==> config.mk <==
export PLATFORM = sky130hd
export DESIGN_NAME = therm_interleaved_encoder
export DESIGN_NICKNAME = d
export VERILOG_FILES = /design/src/rtl/thermo_pkg.sv /design/src/rtl/therm_capture.sv /design/src/rtl/therm_gray_enc.sv /design/src/rtl/gray_bin_dec.sv /design/src/rtl/therm_channel.sv /design/src/rtl/interleave_merge.sv /design/src/rtl/therm_interleaved_encoder.sv
export SDC_FILE = /design/constraint.sdc
export NUM_CORES = 1
export LEC_CHECK = 0
export CAP_MARGIN = 20
export CORE_UTILIZATION = 41
export CTS_CLUSTER_DIAMETER = 200
export DETAILED_ROUTE_END_ITERATION = 8
export DONT_BUFFER_PORTS = 1
export PLACE_DENSITY = 0.67
export SKIP_LAST_GASP = 1
export SYNTH_ARGS = -nofsm -noshare
export SYNTH_HDL_FRONTEND = slang
export SYNTH_SLANG_ARGS = --single-unit
==> constraint.sdc <==
create_clock -name clk -period 1.1 [get_ports clk]
set_clock_uncertainty 0.2 [all_clocks]
set_input_delay 0.055 -clock clk [delete_from_list [all_inputs] [get_ports clk]]
set_output_delay 0.055 -clock clk [all_outputs]
set_load 0.02 [all_outputs]
==> src/rtl/thermo_pkg.sv <==
package thermo_pkg;

    // Default geometry of the comparator bank and the resulting code width
    localparam int TAPS_DEF   = 15;
    localparam int CODE_W_DEF = $clog2(TAPS_DEF + 1);
    localparam int NUM_CH     = 2;

    // Which interleaved channel a sample belongs to
    typedef enum logic {
        CH_EVEN = 1'b0,
        CH_ODD  = 1'b1
    } chan_e;

    // One merged output sample with its origin
    typedef struct packed {
        logic [CODE_W_DEF-1:0] code;
        chan_e                 src;
    } sample_s;

    // Number of consecutive one bits starting at bit 0 of idx;
    // selects the Gray bit a thermometer tap feeds
    function automatic int trail_ones(input int idx);
        int cnt;
        cnt = 0;
        for (int b = 0; b < 31; b++) begin
            if ((((idx >> b) & 1) == 1) && (cnt == b)) begin
                cnt++;
            end
        end
        return cnt;
    endfunction

endpackage

==> src/rtl/therm_capture.sv <==
module therm_capture #(
    parameter int TAPS = thermo_pkg::TAPS_DEF
) (
    input  logic            clk,
    input  logic            rst,
    input  logic            load,
    input  logic [TAPS-1:0] d,
    output logic [TAPS-1:0] q
);

    always_ff @(posedge clk) begin
        if (rst) begin
            q <= '0;
        end else if (load) begin
            q <= d;
        end
    end


    hold_off_phase_chk: assert property (@(posedge clk) disable iff (rst)
        !load |=> $stable(q));

endmodule

==> src/rtl/therm_gray_enc.sv <==
module therm_gray_enc #(
    parameter int TAPS   = thermo_pkg::TAPS_DEF,
    parameter int CODE_W = $clog2(TAPS + 1)
) (
    input  logic              clk,
    input  logic              rst,
    input  logic [TAPS-1:0]   therm,
    output logic [CODE_W-1:0] gray
);
    import thermo_pkg::*;

    logic [CODE_W-1:0] gray_d;

    // Each Gray bit is the parity of the taps whose index ends in j ones
    for (genvar j = 0; j < CODE_W; j++) begin : g_bit
        logic par;
        always_comb begin
            par = 1'b0;
            for (int i = 0; i < TAPS; i++) begin
                if (trail_ones(i) == j) begin
                    par = par ^ therm[i];
                end
            end
        end
        assign gray_d[j] = par;
    end

    always_ff @(posedge clk) begin
        if (rst) begin
            gray <= '0;
        end else begin
            gray <= gray_d;
        end
    end

endmodule

==> src/rtl/gray_bin_dec.sv <==
module gray_bin_dec #(
    parameter int CODE_W = thermo_pkg::CODE_W_DEF
) (
    input  logic              clk,
    input  logic              rst,
    input  logic [CODE_W-1:0] gray,
    output logic [CODE_W-1:0] bin
);

    logic [CODE_W-1:0] bin_d;

    // Binary bit j folds every Gray bit from j upward
    for (genvar j = 0; j < CODE_W; j++) begin : g_fold
        assign bin_d[j] = ^gray[CODE_W-1:j];
    end

    always_ff @(posedge clk) begin
        if (rst) begin
            bin <= '0;
        end else begin
            bin <= bin_d;
        end
    end

endmodule

==> src/rtl/therm_channel.sv <==
module therm_channel #(
    parameter int TAPS   = thermo_pkg::TAPS_DEF,
    parameter int CODE_W = $clog2(TAPS + 1)
) (
    input  logic              clk,
    input  logic              rst,
    input  logic              load,
    input  logic [TAPS-1:0]   therm_in,
    output logic [CODE_W-1:0] bin_out
);

    logic [TAPS-1:0]   cap_q;
    logic [CODE_W-1:0] gray_q;

    therm_capture #(.TAPS(TAPS)) u_cap (
        .clk  (clk),
        .rst  (rst),
        .load (load),
        .d    (therm_in),
        .q    (cap_q)
    );

    therm_gray_enc #(.TAPS(TAPS), .CODE_W(CODE_W)) u_gray (
        .clk   (clk),
        .rst   (rst),
        .therm (cap_q),
        .gray  (gray_q)
    );

    gray_bin_dec #(.CODE_W(CODE_W)) u_bin (
        .clk  (clk),
        .rst  (rst),
        .gray (gray_q),
        .bin  (bin_out)
    );


    clean_count_chk: assert property (@(posedge clk) disable iff (rst)
        (((cap_q + 1'b1) & cap_q) == '0) |=> ##1
        (bin_out == CODE_W'($countones($past(cap_q, 2)))));


    full_scale_chk: assert property (@(posedge clk) disable iff (rst)
        (&cap_q) |=> ##1 (&bin_out));

endmodule

==> src/rtl/interleave_merge.sv <==
module interleave_merge #(
    parameter int CODE_W = thermo_pkg::CODE_W_DEF
) (
    input  logic              clk,
    input  logic              rst,
    input  thermo_pkg::chan_e phase,
    input  logic [CODE_W-1:0] bin_even,
    input  logic [CODE_W-1:0] bin_odd,
    output logic [CODE_W-1:0] code_out
);
    import thermo_pkg::*;

    logic [CODE_W-1:0] code_q;
    chan_e             src_q;

    // A word captured on an even edge is ready three edges later,
    // when the phase reads odd, and the reverse for the odd channel
    always_ff @(posedge clk) begin
        if (rst) begin
            code_q <= '0;
            src_q  <= CH_ODD;
        end else if (phase == CH_ODD) begin
            code_q <= bin_even;
            src_q  <= CH_EVEN;
        end else begin
            code_q <= bin_odd;
            src_q  <= CH_ODD;
        end
    end

    assign code_out = code_q;


    alternate_src_chk: assert property (@(posedge clk) disable iff (rst)
        (src_q == CH_EVEN) |=> (src_q == CH_ODD));

endmodule

==> src/rtl/therm_interleaved_encoder.sv <==
module therm_interleaved_encoder #(
    parameter int TAPS   = thermo_pkg::TAPS_DEF,
    parameter int CODE_W = $clog2(TAPS + 1)
) (
    input  logic              clk,
    input  logic              rst,
    input  logic [TAPS-1:0]   therm_even,
    input  logic [TAPS-1:0]   therm_odd,
    output logic [CODE_W-1:0] code_out
);
    import thermo_pkg::*;

    chan_e             phase;
    logic [TAPS-1:0]   ch_in  [NUM_CH];
    logic [CODE_W-1:0] ch_bin [NUM_CH];

    assign ch_in[0] = therm_even;
    assign ch_in[1] = therm_odd;

    // Half-rate capture phase derived from the master clock
    always_ff @(posedge clk) begin
        if (rst) begin
            phase <= CH_EVEN;
        end else begin
            phase <= (phase == CH_EVEN) ? CH_ODD : CH_EVEN;
        end
    end

    for (genvar c = 0; c < NUM_CH; c++) begin : g_ch
        logic load;
        assign load = (phase == ((c == 0) ? CH_EVEN : CH_ODD));
        therm_channel #(.TAPS(TAPS), .CODE_W(CODE_W)) u_chan (
            .clk      (clk),
            .rst      (rst),
            .load     (load),
            .therm_in (ch_in[c]),
            .bin_out  (ch_bin[c])
        );
    end

    interleave_merge #(.CODE_W(CODE_W)) u_merge (
        .clk      (clk),
        .rst      (rst),
        .phase    (phase),
        .bin_even (ch_bin[0]),
        .bin_odd  (ch_bin[1]),
        .code_out (code_out)
    );


    phase_toggle_chk: assert property (@(posedge clk) disable iff (rst)
        (phase == CH_EVEN) |=> (phase == CH_ODD));


    reset_clear_chk: assert property (@(posedge clk)
        rst |=> (code_out == '0));

endmodule

# Word-level counts from Yosys, hierarchy flattened
# Cells that the tools add are included.
[word_totals]
input_bits = 32
register_bits = 51
output_inout_bits = 4
rom_bits = 0
n_memories = 0
mem_bits_rw = 0
latchBits = 0
elab_cells = 38
[classes]
eq_ne = 0
n_mux = 2
bitwise_logic = 22
n_mul = 0
magnitude_cmp = 0
n_reduce_logical = 6
shift = 0
div_mod_pow = 0
addsub = 0
[ops]
columns = ["op", "count"]
rows = [
  ["1-bit bitwise XOR", 22],
  ["4-bit parity", 2],
  ["3-bit parity", 2],
  ["4-bit two-way mux", 1],
  ["2-bit parity", 2],
  ["1-bit two-way mux", 1],
]

# Logic depth before layout (Yosys ltp)
[depth]
ltp_word = 7
mapped_depth = 4
ltp_nobuf = 4

# Cells and area by module
# From an unflattened synthesis, not the netlist that was laid out.
[hier_totals]
cells_unflattened = 174
hier_area_um2 = 1919.3
[by_module_without_submodules]
columns = ["mod", "n_inst", "seq_area_each_um2", "area_each_um2", "cells_each"]
rows = [
  ["therm_capture", 2, 300.3, 541.8, 48],
  ["therm_gray_enc", 2, 80.1, 193.9, 19],
  ["gray_bin_dec", 2, 80.1, 140.1, 12],
  ["interleave_merge", 1, 80.1, 140.1, 13],
  ["therm_interleaved_encoder", 1, 20.0, 27.5, 3],
]

# Worst setup path before layout
# Ideal clock, no wire load.
[synth_timing]
path_kind = "register to register"
from = "register g_ch[0].u_chan.u_gray.gray[3]"
to = "register g_ch[0].u_chan.u_bin.bin[0]"
required_time_ps = 772
slack_ps = -140
stages_incl_launch_ff = 5
setup_time_ps = 128
synth_period_minus_slack_ps = 1240
t_arrival_ps = 912
path_buffers = 0
path_cell_list = "dfxtp_1 -> xnor2_1 -> xor2_1 -> xor2_1 -> nor2_1"
[synth_via]
elab_chain_len = 1
[synth_rtl]
columns = ["item", "line_no", "source"]
rows = [
  ["start: declaration", "therm_gray_enc.sv:8", "output logic [CODE_W-1:0] gray"],
  ["start signal: assignment", "therm_gray_enc.sv:32", "gray <= gray_d;"],
  ["4-bit parity", "gray_bin_dec.sv:14", "assign bin_d[j] = ^gray[CODE_W-1:j];"],
  ["end signal: assignment", "gray_bin_dec.sv:21", "bin <= bin_d;"],
  ["end: declaration", "gray_bin_dec.sv:7", "output logic [CODE_W-1:0] bin"],
]
# Every way passes these cells.
# A chain may end at the register's enable or synchronous reset.

# Worst setup path after layout
[layout_timing]
from = "register g_ch[0].u_chan.u_gray.gray[2]"
to = "register g_ch[0].u_chan.u_bin.bin[0]"
# Same word-level chain as after synthesis.

==> impl_metrics.json <==
{
  "areaGrowthSynthToFinish_pct": 22.6,
  "cts_root_buffer": "clkbuf_8",
  "pin_count": 36,
  "critPathMaxStageDelay_ns": 0.34,
  "start_util_pct": 42.9,
  "fmax_mhz": 796,
  "r2r-start": "g_ch[0].u_chan.u_gray.gray[2]$_SDFF_PP0_",
  "vdd_drop_max_mv": 0.995,
  "die_area_sq_mm": 0.00483,
  "synthCells": 174,
  "grt_pass1_vias": 1107,
  "cpMaxStageDelayCell": "dfxtp_2",
  "drc": 0,
  "hold_ws_ns": -0.392,
  "yosysTopAreaCell": "dfxtp_1",
  "cts_buffer_depth": 2,
  "relSlewSlack_pct": 84.4,
  "place.gp.congestion": 0.721,
  "hold_viol": 51,
  "ys_types": 10,
  "status": "complete, but fails checks",
  "period_share_pct": 114,
  "setup_ws_ns": -0.156,
  "netlist.area_leader.share_pct": 54.7,
  "grt_max_degree": 52,
  "wl_per_cell_um": 13.0,
  "end_kind": "register",
  "syn_area_per_cell_sq_um": 10.7,
  "setup.worst_path.start_class": "register",
  "drt_first_pass_iters": 4,
  "nFillCells": 383,
  "worstSetupStartpoint": "g_ch[0].u_chan.u_gray.gray[2]$_SDFF_PP0_",
  "leakage_nw": 0.927,
  "gr-total-overflow": 0,
  "worst_path_most_repeated_cell": "xor2_1",
  "num-nets-final": 216,
  "synth_commonest_cells": "dfxtp_1 (51), nor2_1 (47), mux2i_1 (34)",
  "clock_sinks": 51,
  "hold_class": "primary input to register",
  "vias_per_cell": 4.73,
  "dieWidth_um": 69.5,
  "fin_crit_ns": 1.26,
  "path_class": "register to register",
  "drv_cap": 0,
  "drv_slew": 0,
  "syn_nets": 206,
  "crit_arrival_ns": 1.26,
  "dp.cells": 223,
  "ys_seq_area_share_pct": 54.7,
  "synth_area_sq_mm": 0.00187,
  "path_cells": "xnor2_2, xor2_1, xor2_1, nor2_1",
  "final-setup-viol-count": 40,
  "hold_start": "rst",
  "clkTransAtPathRegs_ns": 0.09,
  "synth_area_leaders": "dfxtp_1 (55%), mux2i_1 (18%), nor2_1 (9.5%)",
  "chipHeight_um": 69.5,
  "ys_ff_latch": 51,
  "post_route_cells_drive_above_1_share_pct": 25.9,
  "num_rows": 24,
  "diodes": 0,
  "yosysMostFrequentCell": "dfxtp_1",
  "htreeDepth": 2,
  "yosys_warnings": 0,
  "cts_tree": "built",
  "violations": "negative hold slack, negative setup slack",
  "tightest_slew_ns": 0.232,
  "io_buffers": 0,
  "postRouteAntennaNets": 0,
  "power.density_mw_per_mm2": 1690,
  "dp.final_hpwl_um": 1940,
  "crit_required_ns": 1.10,
  "dr.first_iter.drc_count": 16,
  "worst-path-max-fanout": 2,
  "async_flop_share_pct": 0,
  "antenna_found_initial": 0,
  "final_util_pct": 52.6,
  "routed-via-count": 1122,
  "final_cells": 237,
  "synth_top_flop_cell": "dfxtp_1",
  "synth-edff-count": 0,
  "clk_latency_ns": 0.29,
  "rsz0062_at_grt": "yes",
  "drt-total-wl_um": 3080,
  "cts_made_buffers": 5,
  "grt_first_pass_wirelength_um": 4830,
  "track_usage_pct": 12.9,
  "core_area_sq_mm": 0.00435
}
state kept, by name (all words and copies together), names as in the netlist:
signal and flops:
g_ch.u_chan.u_gray.gray 8, g_ch.u_chan.u_bin.bin 8, g_ch.load 1, g_ch.u_chan.u_cap.q 30
u_merge.code_out 4
kinds of logic after synthesis:
family	share of synthesized area [%]
simple gates	11.1
flops	54.7
buf+inv	2.88
xor+xnor	13.1
mux	18.2
per-stage QoR:
stage	power [mW]	cell area (sq um)	TNS, ns	setup slack, ns
5_1_grt	4.06	2290	-4.50	-0.267
3_5_place_dp	2.63	1970	-1.20	-0.132
4_1_cts	3.84	2170	-2.54	-0.144
6_report	3.86	2290	-2.60	-0.156
3_3_place_gp	2.61	1970	-0.529	-0.105
2_1_floorplan	2.56	1910	-1.17	-0.102
cells in the final DEF, fill, tap and decap left out, drive strengths merged:
| cell type | n |
|---|---|
| nor2b | 4 |
| clkinvlp | 1 |
| mux2i | 34 |
| dfxtp | 51 |
| clkbuf | 9 |
| xnor2 | 20 |
| buf | 11 |
| nor2 | 47 |
| xor2 | 8 |
report_power, final:
group          switching (mW)  internal, mW  total [mW]
Clock                   0.578         0.572        1.15
Sequential              0.118          2.02        2.13
Combinational           0.216         0.365       0.581
Total                   0.912          2.95        3.86
routing by layer:
| layer | global-route usage (%) | vias to the layer above | routed length, um |
|---|---|---|---|
| met4 | 5.44 | 0 | 37 |
| met5 | 0 | - | 0 |
| met3 | 4.94 | 4 | 141 |
| met1 | 13.9 | 527 | 1300 |
| met2 | 22.5 | 25 | 1600 |
| li1 | - | 566 | - |
path summary, 6_finish.rpt:
check        cells after the start                                        to  slack, ns
max reg2reg                      4    g_ch[0].u_chan.u_bin.bin[0]$_SDFF_PP0_      -0.16
min reg2reg                      1  g_ch[1].u_chan.u_gray.gray[3]$_SDFF_PP0_       0.26
max                              4    g_ch[0].u_chan.u_bin.bin[0]$_SDFF_PP0_      -0.16
min                              1    g_ch[0].u_chan.u_bin.bin[2]$_SDFF_PP0_      -0.39
repair_timing:
item / 4_1_cts / 5_1_grt
cloned: 2 / 2
setup buffers: 2 / 2
pin swaps: 1 / 7
endpoints found under the setup margin: 36 / 42
gates resized for setup: 4 / 20
endpoints found under the hold margin: 51 / 51
area by class of cell:
class / count / area (sq um) / area share [%]
Timing Repair Buffer: 13 / 194 / 8.47
Tap cell: 52 / 65.1 / 2.84
Multi-Input combinational cell: 113 / 888 / 38.8
Sequential cell: 51 / 1040 / 45.3
Clock inverter: 1 / 7.51 / 0.328
Clock buffer: 7 / 96.3 / 4.21
critical path: cells and delay by family (launching register included):
kind          cells  cell delay [ns]
xor+xnor          3             0.58
flops             1             0.34
simple gates      1             0.05
No activity file was read; power rests on OpenSTA's default activity.
